<file path="config.mk">
export PLATFORM = sky130hd
export DESIGN_NAME = psub_sat_unit
export DESIGN_NICKNAME = d
export VERILOG_FILES = /design/src/rtl/psub_pkg.sv /design/src/rtl/psub_borrow_chain.sv /design/src/rtl/psub_clamp.sv /design/src/rtl/psub_sat_unit.sv
export SDC_FILE = /design/constraint.sdc
export NUM_CORES = 1
export LEC_CHECK = 0
export ABC_AREA = 0
export BUFFER_PORTS_ARGS = -buffer_cell sky130_fd_sc_hd__buf_4
export CELL_PAD_IN_SITES_DETAIL_PLACEMENT = 0
export CELL_PAD_IN_SITES_GLOBAL_PLACEMENT = 1
export CORE_UTILIZATION = 40
export CTS_BUF_LIST = sky130_fd_sc_hd__clkbuf_16
export CTS_CLUSTER_DIAMETER = 60
export DETAILED_ROUTE_END_ITERATION = 6
export GPL_ROUTABILITY_DRIVEN = 0
export GPL_TIMING_DRIVEN = 0
export PLACE_DENSITY_LB_ADDON = 0.2
export SLEW_MARGIN = 30
export SYNTH_ARGS = -nofsm -noshare
export SYNTH_HDL_FRONTEND = slang
export SYNTH_SLANG_ARGS = --single-unit
</file>
<file path="constraint.sdc">
create_clock -name clk -period 25.6 [get_ports clk]
set_input_delay 2.56 -clock clk [delete_from_list [all_inputs] [get_ports clk]]
set_output_delay 2.56 -clock clk [all_outputs]
set_load 0.02 [all_outputs]
</file>
<file path="src/rtl/psub_pkg.sv">
package psub_pkg;
  localparam int unsigned BYTE_W = 8;

  typedef enum logic [1:0] {
    ESZ_B8  = 2'd0,
    ESZ_B16 = 2'd1,
    ESZ_B32 = 2'd2,
    ESZ_B64 = 2'd3
  } esz_e;

  // bytes per lane for a width code
  function automatic int unsigned lane_bytes(input esz_e code);
    return 32'd1 << int'(code);
  endfunction
endpackage

</file>
<file path="src/rtl/psub_borrow_chain.sv">
// Byte-sliced subtract whose borrow chain is cut at every lane edge.
module psub_borrow_chain
  import psub_pkg::*;
#(
  parameter int unsigned HALF_W = 64
) (
  input  logic [HALF_W-1:0]                a_i,
  input  logic [HALF_W-1:0]                b_i,
  input  esz_e                             esz_i,
  output logic [HALF_W-1:0]                diff_o,
  output logic [HALF_W/BYTE_W-1:0]         bout_o
);
  localparam int unsigned NB = HALF_W / BYTE_W;

  always_comb begin
    logic             brw;
    logic [BYTE_W:0]  t;
    int unsigned      lb;
    lb     = lane_bytes(esz_i);
    brw    = 1'b0;
    diff_o = '0;
    bout_o = '0;
    for (int k = 0; k < NB; k++) begin
      if ((k % lb) == 0) brw = 1'b0;
      t = {1'b0, a_i[k*BYTE_W +: BYTE_W]} - {1'b0, b_i[k*BYTE_W +: BYTE_W]}
          - {{BYTE_W{1'b0}}, brw};
      diff_o[k*BYTE_W +: BYTE_W] = t[BYTE_W-1:0];
      bout_o[k]                  = t[BYTE_W];
      brw                        = t[BYTE_W];
    end
  end
endmodule

</file>
<file path="src/rtl/psub_clamp.sv">
// Per-lane overflow detection and clamp; every byte looks at its lane's top byte.
module psub_clamp
  import psub_pkg::*;
#(
  parameter int unsigned HALF_W = 64
) (
  input  logic [HALF_W-1:0]        a_i,
  input  logic [HALF_W-1:0]        b_i,
  input  logic [HALF_W-1:0]        diff_i,
  input  logic [HALF_W/BYTE_W-1:0] bout_i,
  input  esz_e                     esz_i,
  input  logic                     uns_i,
  output logic [HALF_W-1:0]        res_o,
  output logic                     sat_o
);
  localparam int unsigned NB = HALF_W / BYTE_W;

  always_comb begin
    int unsigned lb;
    int unsigned top;
    logic        sa, sb, sd, ovf;
    lb    = lane_bytes(esz_i);
    res_o = '0;
    sat_o = 1'b0;
    for (int k = 0; k < NB; k++) begin
      top = k | (lb - 1);
      sa  = a_i[top*BYTE_W + BYTE_W - 1];
      sb  = b_i[top*BYTE_W + BYTE_W - 1];
      sd  = diff_i[top*BYTE_W + BYTE_W - 1];
      ovf = uns_i ? bout_i[top] : ((sa != sb) && (sd != sa));
      if (!ovf)
        res_o[k*BYTE_W +: BYTE_W] = diff_i[k*BYTE_W +: BYTE_W];
      else if (uns_i)
        res_o[k*BYTE_W +: BYTE_W] = '0;
      else if (k == top)
        res_o[k*BYTE_W +: BYTE_W] = sa ? {1'b1, {(BYTE_W-1){1'b0}}}
                                       : {1'b0, {(BYTE_W-1){1'b1}}};
      else
        res_o[k*BYTE_W +: BYTE_W] = sa ? {BYTE_W{1'b0}} : {BYTE_W{1'b1}};
      if (ovf && (k == top)) sat_o = 1'b1;
    end
  end
endmodule

</file>
<file path="src/rtl/psub_sat_unit.sv">
module psub_sat_unit
  import psub_pkg::*;
#(
  parameter int unsigned HALF_W = 64,
  parameter int unsigned IDX_W  = 5
) (
  input  logic                  clk,
  input  logic                  rst_n,
  input  logic                  in_valid,
  output logic                  in_ready,
  input  logic [2*HALF_W-1:0]   opa,
  input  logic [2*HALF_W-1:0]   opb,
  input  logic [1:0]            esz,
  input  logic                  uns,
  input  logic                  quad,
  input  logic [IDX_W-1:0]      dst_idx,
  input  logic [IDX_W-1:0]      srca_idx,
  input  logic [IDX_W-1:0]      srcb_idx,
  input  logic                  clr_sat,
  output logic                  out_valid,
  input  logic                  out_ready,
  output logic [2*HALF_W-1:0]   out_res,
  output logic                  out_undef,
  output logic                  sat_sticky
);
  localparam int unsigned NHALF = 2;
  localparam int unsigned VEC_W = NHALF * HALF_W;
  localparam int unsigned NB    = HALF_W / BYTE_W;

  esz_e               esz_t;
  logic [VEC_W-1:0]   res_next;
  logic [NHALF-1:0]   half_sat;
  logic [NHALF-1:0]   half_on;
  logic               illegal;
  logic               accept;

  assign esz_t = esz_e'(esz);

  for (genvar h = 0; h < NHALF; h++) begin : g_half
    logic [HALF_W-1:0] diff, res;
    logic [NB-1:0]     bout;
    logic              sat;

    psub_borrow_chain #(.HALF_W(HALF_W)) u_chain (
      .a_i    (opa[h*HALF_W +: HALF_W]),
      .b_i    (opb[h*HALF_W +: HALF_W]),
      .esz_i  (esz_t),
      .diff_o (diff),
      .bout_o (bout)
    );

    psub_clamp #(.HALF_W(HALF_W)) u_clamp (
      .a_i    (opa[h*HALF_W +: HALF_W]),
      .b_i    (opb[h*HALF_W +: HALF_W]),
      .diff_i (diff),
      .bout_i (bout),
      .esz_i  (esz_t),
      .uns_i  (uns),
      .res_o  (res),
      .sat_o  (sat)
    );

    if (h == 0) begin : g_base
      assign half_on[h] = 1'b1;
    end else begin : g_ext
      assign half_on[h] = quad;
    end

    assign res_next[h*HALF_W +: HALF_W] = half_on[h] ? res : '0;
    assign half_sat[h]                  = half_on[h] & sat;
  end

  assign illegal  = quad & (dst_idx[0] | srca_idx[0] | srcb_idx[0]);
  assign in_ready = !out_valid || out_ready;
  assign accept   = in_valid && in_ready;

  always_ff @(posedge clk) begin
    if (!rst_n) begin
      out_valid <= 1'b0;
      out_res   <= '0;
      out_undef <= 1'b0;
    end else if (accept) begin
      out_valid <= 1'b1;
      out_res   <= illegal ? '0 : res_next;
      out_undef <= illegal;
    end else if (out_ready) begin
      out_valid <= 1'b0;
    end
  end

  always_ff @(posedge clk) begin
    if (!rst_n)
      sat_sticky <= 1'b0;
    else if (clr_sat)
      sat_sticky <= 1'b0;
    else if (accept && !illegal && (|half_sat))
      sat_sticky <= 1'b1;
  end
endmodule

</file>
==> results of run 1 <==
stage by stage:
step	total power, mW	cells
global route	1.024	2944
global placement	0.7141	2912
detailed placement	0.7223	2912
CTS	0.9597	2944
floorplan	0.5610	2003
finish	0.9588	2944
critical path, delay by kind of cell:
family                   cells  cell delay (ns)
multiplexers                 1             0.53
buffers and inverters        9             2.14
AND/OR/NAND/NOR             18             3.27
adder cells (fa/ha/maj)     17             6.60
XOR/XNOR                     6             1.31
AO/OA/AOI/OAI               39             8.02
cells in the mapped netlist (13+ instances only):
| cell | number | area share |
|---|---|---|
| dfxtp_1 | 131 | 0.17 |
| a21boi_0 | 98 | 0.048 |
| nor2_1 | 67 | 0.016 |
| ha_1 | 234 | 0.19 |
| clkbuf_1 | 55 | 0.013 |
| a21o_1 | 43 | 0.021 |
| xor2_1 | 40 | 0.023 |
| nand3b_1 | 13 | 0.0063 |
| inv_1 | 355 | 0.086 |
| a21oi_1 | 123 | 0.040 |
| and2_1 | 21 | 0.0085 |
| nor3_1 | 13 | 0.0042 |
| nor2b_1 | 23 | 0.0093 |
| o21ai_0 | 163 | 0.053 |
| nand2b_1 | 25 | 0.010 |
| nand2_1 | 201 | 0.049 |
| fa_1 | 29 | 0.038 |
| mux2i_1 | 42 | 0.027 |
| o21bai_1 | 36 | 0.017 |
| mux4_2 | 22 | 0.032 |
| xnor2_1 | 82 | 0.046 |
sequential cells by signal (all words and copies together), names as in the netlist:
name and count:
out_res 128, out_undef 1, out_valid 1, sat_sticky 1
worst paths after layout:
| path | start | to | slack, ns | cells after the start |
|---|---|---|---|---|
| max | esz[1] | out_res[70]$_SDFFE_PN0P_ | 1.47 | 90 |
| min reg2reg | out_res[2]$_SDFFE_PN0P_ | out_res[2]$_SDFFE_PN0P_ | 0.46 | 2 |
| max reg2reg | out_valid$_SDFFE_PN0P_ | out_res[115]$_SDFFE_PN0P_ | 22.78 | 8 |
| min | out_res[2]$_SDFFE_PN0P_ | out_res[2]$_SDFFE_PN0P_ | 0.46 | 2 |
routing by layer:
metal | share of wire | GRT usage | wire length (µm) | vias up
met5 | 0 | 0 | 0 | -
li1 | - | - | - | 7604
met1 | 0.44 | 0.3356 | 22790 | 7150
met4 | 0.039 | 0.1179 | 2062 | 0
met3 | 0.069 | 0.04154 | 3630 | 94
met2 | 0.46 | 0.4285 | 23820 | 575
layout make-up:
cell class	instances	area, µm²
antenna	1	2.502
buffer	63	250.2
clock buffer	17	425.4
clock inverter	15	108.9
fill	3840	18200
inverter	357	1344
multi-input combinational	1450	11260
sequential	131	2623
tap	511	639.4
timing repair buffer	399	2995
power groups by stage:
stage	clock, mW	sequential (mW)	combinational, mW
detailed placement	0	0.233	0.489
global route	0.246	0.230	0.548
finish	0.234	0.229	0.496
floorplan	0	0.250	0.311
CTS	0.238	0.229	0.492
global placement	0	0.233	0.481
logic make-up after synthesis:
kind of cell | share of synthesized area
buffers and inverters | 0.1033
and+or+nand+nor | 0.1280
adders and majority gates | 0.2270
muxes | 0.06599
xor gates and xnor gates | 0.06914
DFF | 0.1697
AOI/OAI and AO/OA | 0.2368
what timing repair did:
item | in CTS | in global routing
setup endpoints to repair | 0 | 108
hold buffers | 0 | 0
gates resized for setup | 0 | 3
==> summary.txt, run 1 <==
Logic synthesis
  • Syn nets: 2546
  • Synth Area per Inst: 7.715 µm²
  • Mapped cell area: 15450 µm²
  • EDFF count, synth: 0
  • Post-synth cell types: 72
  • Top_reg_cell synth: dfxtp_1
  • FF+latch count, synth: 131
  • Synth warn: 0
  • Async set-or-reset flop fraction in the synthesized netlist: 0
  • Seq/Total Area, Yosys: 0.1697
  • Post-synthesis cell count: 2003

Clock network
  • Post-CTS Setup Bufs: 0
  • Clk Tree Root Cell: clkbuf_16
  • CTS tree: done
  • Sink Count: 131
  • Cts bufs inserted: 17
  • Clk Latency, worst-skew pair: 0.45 ns
  • Clk slew on worst S/H paths: 0.06 ns
  • Clock buffer depth: 2
  • Number of H-tree levels: 4

Pwr
  • IR drop worst, VDD: 0.00004376 V
  • Pwr Density: 48.80 nW/µm²
  • Clk network pwr share: 0.244
  • Sequential power share: 0.239
  • Combinational cell fraction of total power: 0.517
  • Leak: 9.675 nW
  • Sw Ratio: 0.4181
  • Psw: 0.4009 mW
  • Int Pwr: 0.5580 mW

Min path
  • HP Class: reg2reg

Floorplanning
  • Initial Util: 0.4084
  • Die ar.: 39420 µm²
  • Standard-cell rows: 71
  • Die Span X: 198.6 µm
  • Core ar.: 37840 µm²
  • Number of I/O pins: 412
  • DIE HEIGHT: 198.6 µm

Placed design
  • Detailed Place HPWL: 43.07 mm
  • Worst slack, placed: -0.3302 ns
  • Port Buffers: 398
  • DP Area: 19090 µm²

Drt
  • Post-route ant nets: 0
  • Wire per inst: 17.77 µm
  • DRC errors left: 0
  • Post-Route WL: 52.30 mm
  • Iter 0 DRT Violations: 1088
  • Pre-antenna DRT Iters: 5
  • Vias/cell: 5.239
  • Routed vias: 15420

Layout
  • Area Growth Syn to Fin: 27.14%
  • Cell area after layout: 19650 µm²
  • Final #Nets: 2962
  • Most common cell after layout, fill and taps aside: buf_4
  • Share of layout cells above drive strength 1: 0.2031
  • Commonest non-fill, non-tap cells in the layout: 398 x buf_4, 355 x inv_1, 234 x ha_1
  • Fin util: 0.5192

Setup path
  • Setup crit end kind: flip-flop
  • CP startpoint kind: primary input
  • Most used cell, CP: a21oi_1
  • CP required: 25.94 ns
  • CP max FO: 15
  • Crit path largest cell delay: 0.55 ns
  • Setup CP Type: in2reg
  • CP arrival: 24.47 ns
  • Crit path max-delay cell type: a311oi_1

Timing
  • Final hold vios: 0
  • Slew at the pin closest to its max-slew limit: 1.020 ns
  • Max Slew Vio Count: 0
  • FMAX: 41.44 MHz
  • Final min period: 24.13 ns
  • Clock Skew: 0.01142 ns
  • Final Setup Violations: 0
  • Hold Slack: 0.4615 ns
  • Max-slew headroom: 0.3004
  • Final worst slack: 1.468 ns
  • RSZ-0062 raised after global routing: no
  • Post-route setup TNS: 0 ns
  • Final period utilization: 0.9426

Global route
  • Initial antenna violation count: 1
  • First-pass GRT wire length: 78.96 mm
  • Total congestion overflow: 0
  • Vias in the first global route: 14700
  • Largest net degree at the start of global routing: 17
  • GRT Total Usage: 0.2610

Status
  • Status: completed

Run
  • Maxcap violations: 0
(Power assumes the default switching activity.)
==> run 2: changes to the inputs <==
--- a/config.mk
+++ b/config.mk
@@ -9,14 +9,13 @@
 export BUFFER_PORTS_ARGS = -buffer_cell sky130_fd_sc_hd__buf_4
 export CELL_PAD_IN_SITES_DETAIL_PLACEMENT = 0
 export CELL_PAD_IN_SITES_GLOBAL_PLACEMENT = 1
-export CORE_UTILIZATION = 40
+export CORE_UTILIZATION = 33
 export CTS_BUF_LIST = sky130_fd_sc_hd__clkbuf_16
 export CTS_CLUSTER_DIAMETER = 60
 export DETAILED_ROUTE_END_ITERATION = 6
 export GPL_ROUTABILITY_DRIVEN = 0
 export GPL_TIMING_DRIVEN = 0
 export PLACE_DENSITY_LB_ADDON = 0.2
-export SLEW_MARGIN = 30
 export SYNTH_ARGS = -nofsm -noshare
 export SYNTH_HDL_FRONTEND = slang
 export SYNTH_SLANG_ARGS = --single-unit
==> run 2 against run 1 <==
  * Critical endpoint is now out_res[65]$_SDFFE_PN0P_
  * Sequential power hardly changed
  * Clock skew shrank 0.0062 ns
  * Critical path type unchanged
  * Hold slack lost 0.0045 ns
  * Highest routed layer unchanged
==> summary.txt, run 2 (synthesis gave the netlist of run 1 again) <==
Clock network
  • Number of H-tree levels: 4
  • # hold bufs at CTS: 0
  • CTS tree: done
  • Clock buffer depth: 2
  • Sink Count: 131
  • Clk slew on worst S/H paths: 0.06 ns
  • Clk Latency, worst-skew pair: 0.45 ns
  • Cts bufs inserted: 17
  • Clk Tree Root Cell: clkbuf_16

Setup path
  • Setup crit end kind: flip-flop
  • CP startpoint kind: primary input
  • R2R Setup Slk: 22.46 ns
  • Crit path largest cell delay: 0.60 ns
  • R2r worst-path depth: 8
  • Worst R2R End: out_res[117]$_SDFFE_PN0P_
  • Critical Path Sink: out_res[65]$_SDFFE_PN0P_
  • CP required: 25.95 ns
  • Most used cell, CP: a21oi_1
  • Reg2reg start: out_valid$_SDFFE_PN0P_
  • CP arrival: 24.24 ns
  • Crit path max-delay cell type: a311oi_1
  • CP max FO: 15
  • Origin of the worst setup path: esz[1]
  • Setup CP Type: in2reg

Timing
  • Final min period: 23.90 ns
  • Final Setup Violations: 0
  • Max-slew headroom: 0.2861
  • Slew at the pin closest to its max-slew limit: 1.041 ns
  • FMAX: 41.84 MHz
  • Post-route setup TNS: 0 ns
  • RSZ-0062 raised after global routing: no
  • Final period utilization: 0.9335
  • Final hold vios: 0
  • Clock Skew: 0.005200 ns
  • Max Slew Vio Count: 0

Drt
  • Routed vias: 15300
  • Wire per inst: 18.38 µm
  • Iter 0 DRT Violations: 873
  • Post-Route WL: 55.74 mm
  • Post-route ant nets: 0
  • Vias/cell: 5.045
  • DRC errors left: 0
  • Pre-antenna DRT Iters: 7

Layout
  • Commonest non-fill, non-tap cells in the layout: 400 x buf_4, 359 x inv_1, 234 x ha_1
  • Register area: 2623 µm²
  • Most common cell after layout, fill and taps aside: buf_4
  • Share of layout cells above drive strength 1: 0.1995
  • Final #Nets: 2964
  • Most flops, register: out_res
  • Cell area after layout: 19790 µm²
  • Multi-input logic area: 11280 µm²
  • Non-filler cells, final: 3033
  • Filler cell count: 4774
  • Largest register FFs: 128
  • Area Growth Syn to Fin: 28.04%

Global route
  • First-pass GRT wire length: 84.69 mm
  • GRT Total Usage: 0.2323
  • Vias in the first global route: 15160
  • Largest net degree at the start of global routing: 17
  • Total congestion overflow: 0
  • Initial antenna violation count: 4

Floorplanning
  • Number of I/O pins: 412
  • Core ar.: 45770 µm²
  • Die Span X: 218.4 µm
  • Die ar.: 47700 µm²
  • Initial Util: 0.3376
  • Standard-cell rows: 78
  • DIE HEIGHT: 218.4 µm

Min path
  • HP Class: reg2reg

Pwr
  • Leak: 9.701 nW
  • IR drop worst, VDD: 0.00004565 V
  • Pwr Density: 48.91 nW/µm²

Placed design
  • Detailed Place HPWL: 46.34 mm
  • Port Buffers: 398
  • DP Area: 19190 µm²
  • Placed Instances: 3001

Run
  • Maxcap violations: 0

Status
  • Status: completed
[run 2: cell type report]
type                       count  share of cell area
sequential                   131              0.1325
clock buffer                  17             0.02150
inverter                     357             0.06791
multi-input combinational   1450              0.5699
tap                          600             0.03794
buffer                        63             0.01265
timing repair buffer         401              0.1520
clock inverter                12            0.005312
antenna                        2           0.0002529
[run 2: critical path: cells and delay by family]
family	cells	cell delay, ns
buffers and inverters	9	1.90
xor gates and xnor gates	7	2.01
AOI/OAI and AO/OA	41	8.01
and+or+nand+nor	16	2.73
muxes	1	0.37
adders and majority gates	17	6.59
[run 2: report_power, final]
part / total [mW] / internal [mW] / switching [mW]
registers: 0.229 / 0.220 / 0.00967
clock network: 0.238 / 0.138 / 0.0997
logic: 0.500 / 0.215 / 0.285
[run 2: how the worst min path moves through the flow]
| stage | from | to | cells past startpoint |
|---|---|---|---|
| floorplan | out_res[1]$_SDFFE_PN0P_ | out_res[1]$_SDFFE_PN0P_ | 2 |
| global placement | out_res[1]$_SDFFE_PN0P_ | out_res[1]$_SDFFE_PN0P_ | 2 |
| detailed placement | out_res[4]$_SDFFE_PN0P_ | out_res[4]$_SDFFE_PN0P_ | 2 |
| CTS | out_res[4]$_SDFFE_PN0P_ | out_res[4]$_SDFFE_PN0P_ | 2 |
| global route | out_res[1]$_SDFFE_PN0P_ | out_res[1]$_SDFFE_PN0P_ | 2 |
| finish | out_res[4]$_SDFFE_PN0P_ | out_res[4]$_SDFFE_PN0P_ | 2 |
[run 2: timing repair]
action,4_1_cts,5_1_grt
gates resized for setup,3,5
endpoints found under the setup margin,46,116
setup buffers,0,2
pin swaps,0,0
[run 2: stage by stage]
step	hold WS [ns]	util	power, mW	setup slack [ns]
4_1_cts	0.4572	0.4313	0.9731	0.1906
6_report	0.4570	0.4323	0.9677	1.701
2_1_floorplan	0.5290	-	0.5610	4.418
5_1_grt	0.4802	0.4323	1.038	0.001089
3_3_place_gp	0.4477	0.4193	0.7238	-1.112
3_5_place_dp	0.4496	0.4193	0.7293	-1.297
[run 2: layer usage]
layer	track usage	wire length, µm
met5	0	0
met4	0.07016	1294
met3	0.04203	3550
met2	0.3916	26430
met1	0.2985	24460
